### src/rtl/rtc_frac_pkg.sv
// Package: register addresses and control bit positions shared by the
// counter's register logic and read port.
package rtc_frac_pkg;
    localparam int ADDR_W       = 3;
    localparam int CTRL_RUN_BIT = 0;
    localparam int CTRL_CLR_BIT = 1;

    typedef enum logic [ADDR_W-1:0] {
        REG_CTRL = 3'd0,
        REG_SECS = 3'd1,
        REG_FRAC = 3'd2,
        REG_STEP = 3'd3,
        REG_VIEW = 3'd4
    } reg_sel_e;
endpackage

### src/rtl/rtc_time_accum.sv
// Module: rtc_time_accum
// Holds the seconds/fraction pair. On add_en, the step is added to the
// fraction and the carry out goes into the seconds in the same cycle. On clr,
// both fields are zeroed. Assumes the controller never raises both at once;
// if it did, clr would win.
module rtc_time_accum #(
    parameter int W = 32
) (
    input  logic         clk,
    input  logic         rst_n,
    input  logic         add_en,
    input  logic         clr,
    input  logic [W-1:0] step,
    output logic [W-1:0] sec,
    output logic [W-1:0] frac
);
    logic [W:0] frac_sum;

    // Fraction plus step, with the carry in the top bit.
    always_comb frac_sum = {1'b0, frac} + {1'b0, step};

    // Update the time pair: clear, accumulate or hold.
    always_ff @(posedge clk) begin
        if (!rst_n || clr) begin
            sec  <= '0;
            frac <= '0;
        end else if (add_en) begin
            frac <= frac_sum[W-1:0];
            sec  <= sec + {{(W-1){1'b0}}, frac_sum[W]};
        end
    end

    AST_FRAC_STEP: assert property (@(posedge clk) disable iff (!rst_n)
        (add_en && !clr) |=> frac == $past(frac) + $past(step));
    AST_SEC_CARRY: assert property (@(posedge clk) disable iff (!rst_n)
        (add_en && !clr) |=> sec == ((frac < $past(frac)) ? $past(sec) + 1'b1 : $past(sec)));
    AST_HOLD_IDLE: assert property (@(posedge clk) disable iff (!rst_n)
        (!add_en && !clr) |=> ($stable(sec) && $stable(frac)));
    AST_CLEAR_ZERO: assert property (@(posedge clk) disable iff (!rst_n)
        clr |=> (sec == '0 && frac == '0));
endmodule

### src/rtl/rtc_ctrl_regs.sv
// Module: rtc_ctrl_regs
// Writable state: the run bit, the one-cycle clear pulse, the step and the
// fraction shadow. It also gates tick into the accumulate enable. Assumes tick
// is a one-cycle strobe in the clk domain.
module rtc_ctrl_regs
    import rtc_frac_pkg::*;
#(
    parameter int         W          = 32,
    parameter logic [W-1:0] STEP_RESET = 32'h0002_0000
) (
    input  logic              clk,
    input  logic              rst_n,
    input  logic              tick,
    input  logic              wr_en,
    input  logic              rd_en,
    input  logic [ADDR_W-1:0] addr,
    input  logic [W-1:0]      wdata,
    input  logic [W-1:0]      frac,
    output logic              run_q,
    output logic              clr_q,
    output logic [W-1:0]      step_q,
    output logic [W-1:0]      shadow_q,
    output logic              add_en
);
    logic ctrl_wr;
    logic secs_rd;

    // Address decode for the two strobes that touch state here.
    always_comb begin
        ctrl_wr = wr_en && (addr == REG_CTRL);
        secs_rd = rd_en && (addr == REG_SECS);
    end

    // Run bit and self-clearing clear pulse.
    always_ff @(posedge clk) begin
        if (!rst_n) begin
            run_q <= 1'b0;
            clr_q <= 1'b0;
        end else begin
            if (ctrl_wr) run_q <= wdata[CTRL_RUN_BIT];
            clr_q <= ctrl_wr && wdata[CTRL_CLR_BIT];
        end
    end

    // Programmable sub-second step.
    always_ff @(posedge clk) begin
        if (!rst_n)                            step_q <= STEP_RESET;
        else if (wr_en && addr == REG_STEP)   step_q <= wdata;
    end

    // Snapshot the fraction whenever seconds are read.
    always_ff @(posedge clk) begin
        if (!rst_n)       shadow_q <= '0;
        else if (secs_rd) shadow_q <= frac;
    end

    // A tick counts only while running and not being cleared.
    always_comb add_en = tick && run_q && !clr_q;

    AST_CLR_SELF: assert property (@(posedge clk) disable iff (!rst_n)
        (clr_q && !(ctrl_wr && wdata[CTRL_CLR_BIT])) |=> !clr_q);
    AST_SHADOW_CAPTURE: assert property (@(posedge clk) disable iff (!rst_n)
        secs_rd |=> shadow_q == $past(frac));
    AST_SHADOW_HOLD: assert property (@(posedge clk) disable iff (!rst_n)
        !secs_rd |=> $stable(shadow_q));
endmodule

### src/rtl/rtc_read_port.sv
// Module: rtc_read_port
// Registered read mux. Data for a read sampled on rd_en is presented the
// next cycle and held until the next read. Unmapped addresses return zero.
module rtc_read_port
    import rtc_frac_pkg::*;
#(
    parameter int W = 32
) (
    input  logic              clk,
    input  logic              rst_n,
    input  logic              rd_en,
    input  logic [ADDR_W-1:0] addr,
    input  logic              run_q,
    input  logic              clr_q,
    input  logic [W-1:0]      sec,
    input  logic [W-1:0]      frac,
    input  logic [W-1:0]      step_q,
    input  logic [W-1:0]      shadow_q,
    output logic [W-1:0]      rdata
);
    localparam int HALF = W / 2;

    logic [W-1:0] view;
    logic [W-1:0] rd_mux;

    // Compact view: low seconds over high fraction.
    always_comb view = {sec[HALF-1:0], frac[W-1:W-HALF]};

    // Select the word for the addressed register.
    always_comb begin
        rd_mux = '0;
        case (addr)
            REG_CTRL: begin
                rd_mux[CTRL_RUN_BIT] = run_q;
                rd_mux[CTRL_CLR_BIT] = clr_q;
            end
            REG_SECS: rd_mux = sec;
            REG_FRAC: rd_mux = shadow_q;
            REG_STEP: rd_mux = step_q;
            REG_VIEW: rd_mux = view;
            default:  rd_mux = '0;
        endcase
    end

    // Register the read data on each read strobe.
    always_ff @(posedge clk) begin
        if (!rst_n)     rdata <= '0;
        else if (rd_en) rdata <= rd_mux;
    end

    AST_VIEW_PACK: assert property (@(posedge clk) disable iff (!rst_n)
        (rd_en && addr == REG_VIEW) |=> rdata == {$past(sec[HALF-1:0]), $past(frac[W-1:W-HALF])});
    AST_UNMAPPED_ZERO: assert property (@(posedge clk) disable iff (!rst_n)
        (rd_en && addr > REG_VIEW) |=> rdata == '0);
    AST_RDATA_HOLD: assert property (@(posedge clk) disable iff (!rst_n)
        !rd_en |=> $stable(rdata));
endmodule

### src/rtl/rtc_frac_counter.sv
// Module: rtc_frac_counter (top)
// A 32.32 real-time counter that advances by a programmable step on each
// tick, behind a synchronous register port. Assumes tick, wr_en and rd_en are
// single-cycle strobes in the clk domain.
module rtc_frac_counter #(
    parameter int          DATA_W     = 32,
    parameter logic [31:0] STEP_RESET = 32'h0002_0000
) (
    input  logic              clk,
    input  logic              rst_n,
    input  logic              tick,
    input  logic              wr_en,
    input  logic              rd_en,
    input  logic [2:0]        addr,
    input  logic [DATA_W-1:0] wdata,
    output logic [DATA_W-1:0] rdata
);
    logic              run_q;
    logic              clr_q;
    logic              add_en;
    logic [DATA_W-1:0] step_q;
    logic [DATA_W-1:0] shadow_q;
    logic [DATA_W-1:0] sec;
    logic [DATA_W-1:0] frac;

    rtc_ctrl_regs #(.W(DATA_W), .STEP_RESET(STEP_RESET[DATA_W-1:0])) u_ctrl (
        .clk(clk), .rst_n(rst_n), .tick(tick), .wr_en(wr_en), .rd_en(rd_en),
        .addr(addr), .wdata(wdata), .frac(frac), .run_q(run_q), .clr_q(clr_q),
        .step_q(step_q), .shadow_q(shadow_q), .add_en(add_en)
    );

    rtc_time_accum #(.W(DATA_W)) u_accum (
        .clk(clk), .rst_n(rst_n), .add_en(add_en), .clr(clr_q),
        .step(step_q), .sec(sec), .frac(frac)
    );

    rtc_read_port #(.W(DATA_W)) u_rd (
        .clk(clk), .rst_n(rst_n), .rd_en(rd_en), .addr(addr), .run_q(run_q),
        .clr_q(clr_q), .sec(sec), .frac(frac), .step_q(step_q),
        .shadow_q(shadow_q), .rdata(rdata)
    );
endmodule

### config.mk
export PLATFORM = sky130hd
export DESIGN_NAME = rtc_frac_counter
export DESIGN_NICKNAME = d
export VERILOG_FILES = /design/src/rtl/rtc_frac_pkg.sv /design/src/rtl/rtc_time_accum.sv /design/src/rtl/rtc_ctrl_regs.sv /design/src/rtl/rtc_read_port.sv /design/src/rtl/rtc_frac_counter.sv
export SDC_FILE = /design/constraint.sdc
export NUM_CORES = 1
export LEC_CHECK = 0
export CAP_MARGIN = 30
export CORE_ASPECT_RATIO = 0.6
export CORE_UTILIZATION = 35
export CTS_CLUSTER_DIAMETER = 30
export DETAILED_ROUTE_END_ITERATION = 7
export PLACE_DENSITY = 0.52
export SLEW_MARGIN = 25
export SYNTH_ARGS = -nofsm -noshare
export SYNTH_HDL_FRONTEND = slang
export SYNTH_SLANG_ARGS = --single-unit
### constraint.sdc
create_clock -name clk -period 4.33 [get_ports clk]
set_input_delay 0.866 -clock clk [delete_from_list [all_inputs] [get_ports clk]]
set_output_delay 0.866 -clock clk [all_outputs]
set_load 0.03 [all_outputs]
==> impl_metrics.env <==
export IMPL_grt_use_total=0.264
export IMPL_status="finished, final reports clean"
export IMPL_cap_viol_max_count=0
export IMPL_post_route_period_util=0.943
export IMPL_worst_ep_arrival_time_ps=4450
export IMPL_hpwl_um=24500
export IMPL_h_tree_depth=4
export IMPL_critPathSlowestCell="ha_1"
export IMPL_slew_headroom=0.480
export IMPL_power_density_nw_per_um2=320
export IMPL_ys_seq_area_frac=0.372
export IMPL_antennaDiodeCount=0
export IMPL_n_fill_cell=2515
export IMPL_p_comb_frac=0.059
export IMPL_clock_sinks=162
export IMPL_finalCriticalPeriod_ps=4080
export IMPL_clock_fmax_mhz=245
export IMPL_io_pins=72
export IMPL_peakVddDrop_uv=284
export IMPL_rows=44
export IMPL_synth_seq_cells=162
export IMPL_synth_edf_count=0
export IMPL_path_delay_family="simple AND/OR/NAND/NOR gates"
export IMPL_drive_above_1_share=0.0691
export IMPL_async_reset_ff_frac=0
export IMPL_critical_path_class="reg -> reg"
export IMPL_grt_overflow_total=0
export IMPL_clockBufferDepth=2
export IMPL_seq_area_um2=3240
export IMPL_final_max_slew_viol_count=0
export IMPL_syn2layout_area_growth_pct=18.6
export IMPL_grt_pass1_wl_um=49400
export IMPL_cts_root_buf="clkbuf_16"
export IMPL_syn_cell_area_um2=8720
export IMPL_viasPerCell=5.68
export IMPL_synthFlopType="dfxtp_1"
export IMPL_final_cell_count_no_fill=1451
export IMPL_cp_common_cell="ha_1"
export IMPL_yosys_area_top_type="dfxtp_1"
export IMPL_min_path_type="reg -> reg"
export IMPL_path_max_fanout=8
export IMPL_swShare=0.234
export IMPL_wl_um=33000
export IMPL_use_met2=0.348
export IMPL_yosysWarnings=0
export IMPL_drtIter0Drc=680
export IMPL_stdcell_area_um2=10300
export IMPL_ant_nets=0
export IMPL_placed_area_um2=9730
export IMPL_nets=1192
export IMPL_die_w_um=206
export IMPL_cts_setup_buffers=0
export IMPL_finalSetupTns_ps=0
export IMPL_intPower_w=0.00254
export IMPL_p_leak_nw=3.68
export IMPL_grt_busiest_layer="met1"
export IMPL_p_clk_frac=0.484
export IMPL_power_w=0.00331
export IMPL_netlist_instances=1077
export IMPL_switchingPower_w=0.000773
export IMPL_yosys_area_top_type_share=0.372
export IMPL_pwr_share_seq=0.458
export IMPL_multi_input_area_um2=5040
export IMPL_dp_cells=1420
export IMPL_num_vias=8239
export IMPL_worstPathBufferInverterCount=0
export IMPL_cpPeakStageDelay_ps=480
export IMPL_cts_hold_buffers_added=0
export IMPL_drc=0
export IMPL_start_util=0.358
export IMPL_numCtsBuffers=17
export IMPL_crit_chain="ha_1, nand4_1, nor3_1, o211ai_1, nand3_1, nor3b_1, o21ai_0, nand2b_1, ha_1, ha_1, nand4_1, or3_4, or2_4, or3_1, a21oi_1"
export IMPL_timing_hold_violations_final=0
export IMPL_io_buffers=71
export IMPL_die_area_um2=25600
export IMPL_globalRouteMet3Util=0.0604
export IMPL_synth_cell_types=73
export IMPL_grt_antenna_before_repair=0
export IMPL_cp_end_kind="register"
export IMPL_gp_congestion=0.975
export IMPL_core_area_um2=24300
export IMPL_tritoncts="done"
export IMPL_use_met1=0.418
export IMPL_post_drt_wl_per_cell_um=22.8
export IMPL_clkLatencyLatePin_ps=450
export IMPL_rsz0062_at_grt="false"
export IMPL_syn_avg_cell_area_um2=8.10
export IMPL_cp_start_kind="register"
export IMPL_fp_dieH_um=124
export IMPL_clk_pin_slew_worst_paths_ps=70
export IMPL_crit_required_ps=4700
export IMPL_synthTopCellsByArea="dfxtp_1, nand2_1, a21boi_0"
export IMPL_syn_nets=1152
export IMPL_post_cts_resize_count=0
export IMPL_grt_max_degree=65
export IMPL_grt_pass1_vias=7561
export IMPL_clock_skew_ps=11.9
export IMPL_tightest_slew_ps=780
export IMPL_finalSetupViolCount=0
export IMPL_first_pass_iters=5
==> power by group through the flow <==
stage / Clock (W) / Combinational, W / Sequential [W]
detailed placement: 0 / 0.000194 / 0.00155
global placement: 0 / 0.000194 / 0.00155
floorplan: 0 / 0.0000986 / 0.00154
global route: 0.00171 / 0.000207 / 0.00151
finish: 0.00160 / 0.000194 / 0.00151
CTS: 0.00163 / 0.000195 / 0.00151
==> final timing paths <==
check	start	slack, ps	cells past startpoint	to
worst max-delay path	u_accum.frac[21]	250	15	u_accum.sec[26]
worst min-delay path	u_ctrl.shadow_q[6]	460	2	u_ctrl.shadow_q[6]
worst max register to register	u_accum.frac[21]	250	15	u_accum.sec[26]
worst min register to register	u_ctrl.shadow_q[6]	460	2	u_ctrl.shadow_q[6]
==> sequential cells by signal (all words and copies together) (netlist names) <==
register / cells
u_rd.rdata: 32
u_ctrl.shadow_q: 32
u_ctrl.clr_q: 1
u_ctrl.step_q: 32
u_accum.sec: 32
u_ctrl.run_q: 1
u_accum.frac: 32
==> logic make-up after synthesis <==
group,count (synthesis),synth area share
buffers and inverters,115,0.0517
AND/OR/NAND/NOR,392,0.210
XOR/XNOR,39,0.0392
flip-flops,162,0.372
multiplexers,9,0.0135
adder cells (fa/ha/maj),35,0.0511
AO/OA/AOI/OAI,325,0.262
==> cells in the final DEF, fill, tap and decap left out, types with 3 or more instances in the layout <==
cell type,count
nor3_1,7
a221oi_1,30
clkbuf_8,4
or3_1,12
a21oi_1,62
xnor2_1,17
clkbuf_16,17
o21bai_1,4
and2_1,35
ha_1,34
o211a_1,3
a31oi_1,6
dfxtp_1,162
nand4_1,16
mux2i_1,5
o21ai_0,38
inv_1,41
clkinv_2,3
and4_1,3
a221o_1,4
bufinv_16,3
nand3_1,20
a211oi_1,9
o211ai_1,9
nor2_1,48
and3_1,11
buf_4,24
nand2b_1,8
nor2b_1,4
o22ai_1,31
a21boi_0,64
a22o_1,29
nor4_1,3
a21o_1,10
clkdlybuf4s50_1,70
xor2_1,22
nand2_1,205
==> per-layer routing <==
metal,share of wire,wire [um]
met4,0.016,519
met1,0.52,17300
met3,0.076,2500
met5,0,0
met2,0.39,12800
==> worst min-delay path: cells and delay by family, from the launching register on <==
family | cells | cell delay (ps)
DFF | 1 | 310
AOI/OAI and AO/OA | 1 | 60
and+or+nand+nor | 1 | 40
==> cell usage after synthesis, drive strengths merged, types with 3 or more instances <==
cell type / count
a22o: 30
nand2b: 8
nor2: 48
xor2: 22
clkbuf: 63
a21boi: 66
a21o: 10
dfxtp: 162
o21bai: 4
xnor2: 17
or2: 4
and4: 4
nor3: 7
a221oi: 31
a211oi: 9
nand3: 21
a21oi: 63
a31oi: 6
o21ai: 40
inv: 41
mux2i: 5
a41oi: 3
and2: 37
o22ai: 31
nand2: 205
o211ai: 9
a221o: 4
and3: 11
nor2b: 4
ha: 34
o211a: 3
nor3b: 3
nand4: 17
nor4: 3
buf: 11
or3: 14
==> through the flow <==
stage,setup WS [ps],hold slack (ps),util
global placement,513,454,0.400
global route,50.5,478,0.425
detailed placement,363,458,0.400
CTS,322,466,0.425
finish,249,462,0.425
floorplan,999,440,-
==> layout make-up <==
type / count / area share
multi-input cells: 800 / 0.487
inverters: 41 / 0.0149
clock buffers: 22 / 0.0468
clock inverters: 9 / 0.0125
flip-flops and latches: 162 / 0.314
well taps: 322 / 0.0390
repair buffers: 95 / 0.0857
Note: power is estimated with default switching activity, not from simulation.
